**src/rtl/hdlc_chk_buf.sv**
```systemverilog
module hdlc_chk_buf #(
  parameter int AW = 4
) (
  input  logic       clk,
  input  logic       rst,
  input  logic       push,
  input  logic [7:0] push_data,
  input  logic       push_sof,
  input  logic       release_en,
  input  logic       end_frame,
  input  logic       drop,
  input  logic [2:0] hold_n,
  input  logic [2:0] strip_n,
  output logic       out_valid,
  output logic [7:0] out_data,
  output logic       out_sof,
  output logic       out_eof
);

  localparam int             DEPTH = 1 << AW;
  localparam logic [AW-1:0]  ONE   = AW'(1);

  logic [7:0]       mem [DEPTH];
  logic [DEPTH-1:0] sof_f;
  logic [DEPTH-1:0] eof_f;
  logic [AW-1:0]    wr_q, rel_q, rd_q, frm_q;
  logic [AW-1:0]    wr_inc, tail, keep, fstart;
  logic             have_out;

  assign wr_inc   = wr_q + ONE;
  assign tail     = wr_inc - AW'(strip_n);
  assign keep     = wr_inc - AW'(hold_n);
  assign fstart   = push_sof ? wr_q : frm_q;
  assign have_out = (rd_q != rel_q);

  // Data storage: one write port, registered read
  always_ff @(posedge clk) begin
    if (push) mem[wr_q] <= push_data;
    out_data <= mem[rd_q];
  end

  always_ff @(posedge clk) begin
    if (rst) begin
      wr_q      <= '0;
      rel_q     <= '0;
      rd_q      <= '0;
      frm_q     <= '0;
      sof_f     <= '0;
      eof_f     <= '0;
      out_valid <= 1'b0;
      out_sof   <= 1'b0;
      out_eof   <= 1'b0;
    end else begin
      if (push) begin
        sof_f[wr_q] <= push_sof;
        eof_f[wr_q] <= 1'b0;
        if (push_sof) frm_q <= wr_q;
      end
      if (end_frame) begin
        if (drop) begin
          wr_q <= fstart;
        end else begin
          wr_q             <= tail;
          rel_q            <= tail;
          eof_f[tail - ONE] <= 1'b1;
        end
      end else if (push) begin
        wr_q <= wr_inc;
        if (release_en) rel_q <= keep;
      end
      if (have_out) rd_q <= rd_q + ONE;
      out_valid <= have_out;
      out_sof   <= have_out && sof_f[rd_q];
      out_eof   <= have_out && eof_f[rd_q];
    end
  end

endmodule

```
**config.mk**
```make
export PLATFORM = sky130hd
export DESIGN_NAME = hdlc_chk_buf
export DESIGN_NICKNAME = d
export VERILOG_FILES = /design/src/rtl/hdlc_chk_buf.sv
export SDC_FILE = /design/constraint.sdc
export NUM_CORES = 1
export LEC_CHECK = 0
export ABC_CLOCK_PERIOD_IN_PS = 3700
export CAP_MARGIN = 20
export CORE_MARGIN = 2
export CORE_UTILIZATION = 33
export DETAILED_ROUTE_END_ITERATION = 8
export SLEW_MARGIN = 25
export SYNTH_ARGS = -nofsm -noshare
export SYNTH_HDL_FRONTEND = slang
export SYNTH_SLANG_ARGS = --single-unit
```
**constraint.sdc**
```tcl
create_clock -name clk -period 3.7 [get_ports clk]
set_clock_uncertainty 0.2 [all_clocks]
set_input_delay 0.74 -clock clk [delete_from_list [all_inputs] [get_ports clk]]
set_output_delay 0.74 -clock clk [all_outputs]
set_load 0.01 [all_outputs]
```
==> Yosys cells after proc, flatten, opt, wreduce, memory -nomap -nowiden <==
Memories as Yosys holds them, arrays and structs flattened. A register that Yosys moved wholly into a read port is not among the register bits.
Cells that the tools add are included.
Widths: inputs -> output; s select.
{ "classes": {"bitwise_logic": 3, "order_cmp": 5, "reduce_logical": 7, "add_sub_neg": 5, "n_eq_ne": 2, "n_mux": 23} }
{ "ops": {"columns": ["operator", "n"], "rows": [
  ["$mux 16", 4],
  ["$mux 4", 8],
  ["$and 16x16->16", 1],
  ["$bwmux 16", 1],
  ["$not 16->16", 1],
  ["$or 16x16->16", 1],
  ["$lt 4x5->1 const B", 3],
  ["$add 4x1->4 const B", 2],
  ["$bmux 1 s4", 2],
  ["$demux 1 s4", 2],
  ["$ge 4x1->1 const B", 2],
  ["$sub 4x3->4", 2],
  ["$mux 1", 6],
  ["$logic_and 1x1->1", 4],
  ["$ne 4x4->1", 1],
  ["$reduce_bool 2->1", 2],
  ["$sub 4x1->4 const B", 1],
  ["$reduce_and 3->1", 1],
  ["$ne 2x2->1 const B", 1]
]} }
{ "totals": {"memories": 1, "reg_bits": 51, "out_inout_bits": 11, "input_bits": 21, "word_cells": 55, "mem_bits_rw": 128} }
{ "mem_list": {"columns": ["name", "words", "word_bits", "read_ports", "rd_ports_with_merged_regs", "wr", "line_no", "rtl"], "rows": [
  ["mem", 16, 8, 1, 1, 1, "23", "logic [7:0] mem [DEPTH];"]
]} }

==> Depth between registers and ports, before layout <==
Gate-level depths: netlist of run 1.
{ "depth": {"word_depth": 11, "ltp_mapped": 9, "mapped_depth_nobuf": 7} }

==> Worst setup path before layout of run 1 <==
Ideal clock, no wire load.
{ "synth_timing": {"kind": "register -> register", "start": "register wr_q[0]", "end": "register eof_f[0]", "arrival_ns": 2.367, "synth_period_minus_slack_ns": 2.708, "stages_incl_launch_ff": 10, "n_path_buf": 2, "setup_ns": 0.142, "path_slack_ns": 0.992, "required_time_ns": 3.358, "path_cell_list": "dfxtp_1 -> ha_1 -> clkbuf_1 -> xor2_1 -> ha_1 -> and3b_1 -> or2_0 -> clkbuf_1 -> xnor2_2 -> o32ai_1"} }
{ "synth_between": {"elab_chain_len": 11, "elab_cells_between_ends": 20, "classes_between": "add/sub (3); order compare (4); mux (8); bitwise (3); reduce/logical (2)"} }
{ "synth_lines": {"columns": ["item", "line_no", "rtl"], "rows": [
  ["start: declaration", "26", "logic [AW-1:0] wr_q, rel_q, rd_q, frm_q;"],
  ["start signal: assignment", "61", "wr_q <= fstart;"],
  ["start signal: assignment", "63", "wr_q <= tail;"],
  ["start signal: assignment", "68", "wr_q <= wr_inc;"],
  ["branches (longest 10 deep; another with $lt 4x5->1)", null, null],
  ["$mux 16 (*)", "59", "if (end_frame) begin"],
  ["end signal: assignment", "49", "eof_f <= '0;"],
  ["end signal: indexed assignment", "56", "eof_f[wr_q] <= 1'b0;"],
  ["end signal: indexed assignment", "65", "eof_f[tail - ONE] <= 1'b1;"],
  ["end: declaration", "25", "logic [DEPTH-1:0] eof_f;"]
]} }
Mark *: on every way between the ends. The select of a mux whose other input is x is not followed.
A chain may end at the register's enable or synchronous reset.

==> Worst setup path after layout of run 1 <==
{ "layout_timing": {"start": "register wr_q[1]", "end": "register eof_f[1]"} }
The elaborated chain is that of the path after synthesis.

==> out/qor.csv, run 1 <==
metric;value;unit
Die Y;159;um
CP dominant cell by count;ha_1;
first-pass GRT wire length;26300;um
Final period util;81.5;%
vias in the first global route;4515;
worst skew pair latency;430;ps
critical-path cell list;ha_1 > xor2_1 > ha_1 > and3b_1 > or2_0 > xnor2_2 > o32ai_1;
WL per Instance;19.7;um
crit path max-delay cell type;dfxtp_1;
Post-Syn Nets;539;
RSZ-0062 raised after global routing;false;
worst min path class;reg2reg;
clock root buffer;clkbuf_16;
busiest layer in global routing;met2;
Iteration-0 DRC Markers;403;
Initial Utilization;33.7;%
endpoints failing setup;0;
sequential-to-total area share from yosys stat;63.6;%
layout cells sized above 1;12.4;%
Synth Cell Area;7900;um^2
largest stage delay on the critical path;480;ps
crit path DAT;3150;ps
non-filler cells, final;868;
Crit. End Element;register;
Pwr Density;568;nW/um^2
setup TNS;0;ps
core footprint;23500;um^2
Placed Instances;836;
hold-critical path depth;2;
met3 GRT Util;3.42;%
I/O pin total;32;
Filler cells;2167;
Pre-antenna DRT Iters;5;
Residual DRC;0;
initial antenna violation count;0;
number of setup buffers added after CTS;0;
Hold Vio Cnt, Final;0;
H-tree depth;4;
Routed Antenna Nets;0;
worst-path maximum fanout;9;
smallest hold slack;259;ps
vias per cell;5.11;
GRT overflow;0;
GR Util met2;23.3;%
post-layout net count;570;
CP Depth;7;
Clock transition at path regs;70;ps
# clock sinks;187;
Max Fclk;332;MHz
status;complete, no violations;
PortBufs;31;
worst slew pin tran;1030;ps
GRT Util Overall;14.0;%
fin. max-slew vios;0;
Max-Cap Viols;0;
die width;159;um
Yosys reg bits;187;
Antenna Cells;0;
LEAKAGE;3.13;nW
Required @ worst endpoint;3840;ps
worst-case clock buffer depth;2;
Final min period;3010;ps
area grow syn2layout;15.5;%
pin count of the biggest net entering global routing;27;
met1 GRT Util;17.6;%
delay-heaviest family, CP;adder cells;
total CTS buffers;17;
gate count after technology mapping;505;
Synth Area per Inst;15.6;um^2
r2r worst-path depth;7;
yosys warns;0;
dpl hpwl;11300;um
CTS tree;yes;
GP Congestion;0.846;
Slew HR;31.3;%
hold_buf cts;0;
Max VDD drop;0.293;mV
Rows;56;
Netlist cell types;40;
DRT Wirelength;17100;um
total number of vias;4438;
# resized after CTS;0;
Critical Setup Path Class;reg2reg;
CP bufs+invs;0;
Critical Path Source Type;register;
die area;25200;um^2
-- worst min-delay path: stages, from the launching register on --
cell and delay (ps):
dfxtp_1 310, nand2_1 50, a21oi_1 50
-- layout make-up --
type / instances / area, um^2 / area share (%)
flip-flops and latches: 187 / 5030 / 55.1
multi-input cells: 264 / 2620 / 28.6
clock buffers: 17 / 425 / 4.66
repair buffers: 44 / 420 / 4.60
well taps: 319 / 399 / 4.37
clock inverters: 15 / 160 / 1.75
inverters: 22 / 82.6 / 0.904
-- report_power, final --
part | total, mW | switching [mW] | internal (mW)
Clock | 1.78 | 0.825 | 0.951
Sequential | 2.47 | 0.126 | 2.34
Combinational | 0.943 | 0.431 | 0.512
-- routing by layer --
metal	share of wire, %	up-vias
met5	0	-
met2	50	129
met1	43	2262
met4	2.3	0
met3	4.1	24
li1	-	2023
-- cell families (layout without fill, tap and decap cells) --
logic type / count (synthesis) / after routing / share of synthesized area [%]
compound gates: 56 / 56 / 4.64
flops: 187 / 187 / 63.6
fa+ha+maj: 13 / 13 / 2.25
xor+xnor: 16 / 16 / 1.96
buf+inv: 54 / 98 / 3.32
mux: 62 / 62 / 16.9
simple gates: 117 / 117 / 7.31
-- registers in the layout, summed over array words and instances (netlist names) --
signal     cells
rel_q          4
sof_f         16
out_eof        1
wr_q           4
out_valid      1
mem          128
frm_q          4
eof_f         16
out_data       8
out_sof        1
rd_q           4
-- path summary, 6_finish.rpt --
path	from	to	slack, ps
worst max-delay path	wr_q[1]	eof_f[1]	690
worst min-delay path	sof_f[14]	sof_f[14]	260
worst max register to register	wr_q[1]	eof_f[1]	690
worst min register to register	sof_f[14]	sof_f[14]	260
-- cells in the final DEF (no fill, tap or decap), types with 3 or more instances in the layout --
master,instances
a211oi_1,7
nand3_1,31
edfxtp_1,128
nand2_1,40
nor2b_1,5
mux4_1,31
mux4_2,17
inv_1,21
and2_1,4
a2111oi_0,3
o31ai_1,14
nor3_1,3
mux2i_1,14
xor2_1,10
clkdlybuf4s50_1,31
ha_1,11
or3_1,4
inv_6,4
nor3b_1,3
buf_4,12
and3b_1,4
o21ai_0,5
clkinv_4,3
clkbuf_16,17
xnor2_1,4
dfxtp_1,57
o32ai_1,4
a21oi_1,20
nor2_1,17
-- per-stage QoR --
| step | worst slack, ps | area, um^2 | power (mW) | util, % |
|---|---|---|---|---|
| global placement | 727 | 8540 | 3.45 | 36.4 |
| floorplan | 992 | 7900 | 3.15 | - |
| detailed placement | 665 | 8540 | 3.47 | 36.4 |
| global route | 526 | 9130 | 5.41 | 38.9 |
| finish | 686 | 9130 | 5.19 | 38.9 |
| CTS | 696 | 9130 | 5.23 | 38.9 |
-- cells in the mapped netlist --
master,n,area (um^2)
a2111oi_0,3,26.3
a211oi_1,7,52.6
a21o_1,2,15.0
a21oi_1,20,100
a22oi_1,1,7.51
and2_1,4,25.0
and3_1,1,6.26
and3b_1,4,35.0
buf_1,3,11.3
buf_2,6,30.0
buf_4,1,7.51
buf_6,5,56.3
buf_8,1,15.0
clkbuf_1,16,60.1
clkinv_1,1,3.75
dfxtp_1,59,1180
edfxtp_1,128,3840
fa_1,2,40.0
ha_1,11,138
inv_1,21,78.8
mux2i_1,14,140
mux4_1,31,815
mux4_2,17,383
nand2_1,40,150
nand3_1,31,155
nand4_1,2,12.5
nor2_1,17,63.8
nor2b_1,5,31.3
nor3_1,3,15.0
nor3b_1,3,22.5
nor4_4,1,21.3
o21ai_0,5,25.0
o31ai_1,14,105
o32ai_1,4,35.0
or2_0,1,6.26
or3_1,4,25.0
or3b_2,1,8.76
xnor2_1,4,35.0
xnor2_2,2,32.5
xor2_1,10,87.6
No activity file was read; power rests on OpenSTA's default activity.
==> inputs of run 2 (changes only) <==
Settings changed: ABC_CLOCK_PERIOD_IN_PS 3700 to 2550.
Clock period 3.7 ns to 2.55 ns, I/O delays scaled along.
==> run 2 against run 1 <==
  * Via count grew 1.1%
  * Worst setup slack lost 540 ps
  * Non-clock buffer count grew 38
  * Clock power grew 45%
  * Sequential power grew 40%
  * Cell area grew 5.4%
  * Hold slack lost 2.6 ps
  * Utilization grew 2.1 points
  * Cell count grew 4.4%
  * Critical path type unchanged
  * Highest routed layer unchanged
==> out/qor.csv, run 2 (same netlist as run 1, synthesis figures left out) <==
metric;value;unit
status;complete, no violations;
delay-heaviest family, CP;adder cells;
Slew HR;60.3;%
Antenna Cells;0;
GRT overflow;0;
total number of vias;4488;
Cell Int Power;5.70;mW
pre-CTS setup slack;-221;ps
Rows;56;
LEAKAGE;3.36;nW
switching part of the total;25.5;%
worst skew pair latency;420;ps
largest stage delay on the critical path;390;ps
Max-Cap Viols;0;
RSZ-0062 raised after global routing;false;
CP bufs+invs;1;
crit path max-delay cell type;dfxtp_4;
total CTS buffers;17;
WL per Instance;18.6;um
power share of the clock group;33.8;%
die width;159;um
Die Y;159;um
Hold Vio Cnt, Final;0;
Largest regs;mem: 128 flops, eof_f: 16 flops, sof_f: 16 flops;
Clock transition at path regs;60;ps
Placed Instances;873;
post-layout net count;608;
Biggest register;mem;
first-pass GRT wire length;26800;um
post-route setup slack;150;ps
Residual DRC;0;
setup TNS;0;ps
core footprint;23500;um^2
die area;25200;um^2
Initial Utilization;33.7;%
switching power;1.95;mW
vias in the first global route;4613;
Required @ worst endpoint;2680;ps
Multi-input gate area;2660;um^2
worst-path maximum fanout;8;
CTS tree;yes;
GP Congestion;0.822;
Final period util;94.1;%
pin count of the biggest net entering global routing;45;
worst min path class;reg2reg;
vias per cell;4.95;
Pre-antenna DRT Iters;5;
max FFs per register;128;
Max VDD drop;0.381;mV
non-filler cells, final;906;
I/O pin total;32;
Pwr Density;795;nW/um^2
DRT Wirelength;16800;um
# clock sinks;187;
H-tree depth;4;
Crit. End Element;register;
Power Total;7.65;mW
Max Fclk;417;MHz
Iteration-0 DRC Markers;328;
worst slew pin tran;580;ps
initial antenna violation count;0;
critical-path cell list;ha_2 > xor2_2 > ha_1 > and3b_1 > or2_4 > xnor2_2 > buf_4 > o32ai_1;
Final min period;2400;ps
Filler cells;2115;
Critical Path Source Type;register;
area grow syn2layout;21.8;%
Critical Setup Path Class;reg2reg;
fin. max-slew vios;0;
dpl hpwl;11300;um
worst-case clock buffer depth;2;
Comb power frac;21.0;%
sequential cell fraction of total power;45.3;%
Sequential cell area;5030;um^2
PortBufs;31;
most common cell after layout, fill and taps aside;edfxtp_1;
endpoints failing setup;0;
crit path DAT;2530;ps
GRT Util Overall;14.0;%
clock root buffer;clkbuf_16;
layout cells sized above 1;18.6;%
Routed Antenna Nets;0;
most frequent cells in the layout;edfxtp_1, dfxtp_1, nand2_1, buf_4;
## run 2: cell types whose count changed in the layout (fill, tap and decap cells not counted), moves of 3 or more
cell      change
clkinv_4      -3
buf_12       +14
clkbuf_1      +3
buf_4        +24
## run 2: layer usage
metal | track usage [%] | vias to the layer above | part of all wire, %
met1 | 17.8 | 2254 | 44
met5 | 0 | - | 0
met2 | 24.0 | 119 | 51
li1 | - | 2101 | -
met4 | 3.84 | 0 | 0.94
met3 | 3.34 | 14 | 4.3
## run 2: worst paths after layout
path	from	to	slack, ps	cells after the start
setup / recovery	wr_q[1]	eof_f[3]	150	8
hold / removal	sof_f[13]	sof_f[13]	260	2
setup reg to reg	wr_q[1]	eof_f[3]	150	8
hold reg to reg	sof_f[13]	sof_f[13]	260	2
## run 2: final cells by class
cell class,instances,area share (%)
sequential,187,52.3
multi-input combinational,264,27.6
timing repair buffer,82,9.15
tap,319,4.15
clock buffer,20,4.54
clock inverter,12,1.42
inverter,22,0.858
## run 2: stage by stage
| stage | hold WS (ps) | utilization [%] | instance area, um^2 |
|---|---|---|---|
| 5_1_grt | 284 | 41.0 | 9630 |
| 3_3_place_gp | 242 | 38.3 | 9000 |
| 3_5_place_dp | 249 | 38.3 | 9000 |
| 4_1_cts | 258 | 40.8 | 9590 |
| 6_report | 256 | 41.0 | 9630 |
| 2_1_floorplan | 233 | - | 7910 |
## run 2: power groups by stage
stage                     combinational (mW)  clock (mW)  sequential (mW)
final                                   1.60        2.58             3.46
after global routing                    1.73        2.77             3.48
after CTS                               1.62        2.64             3.47
after detailed placement                1.61           0             3.53
after global placement                  1.59           0             3.53
after floorplan                         1.03           0             3.55
## run 2: repair_timing
| action | in CTS | in global routing |
|---|---|---|
| hold endpoints to repair | 0 | 0 |
| setup buffers | 1 | 0 |
| pin swaps | 1 | 1 |
| gates cloned | 0 | 0 |
| endpoints found under the setup margin | 13 | 16 |
| hold buffers | 0 | 0 |
| gates resized for setup | 2 | 7 |
## run 2: tightest hold or removal path: cells and delay by family, from the launching register on
family	cells	cell delay [ps]
AOI/OAI and AO/OA	1	50
DFF	1	310
and+or+nand+nor	1	50
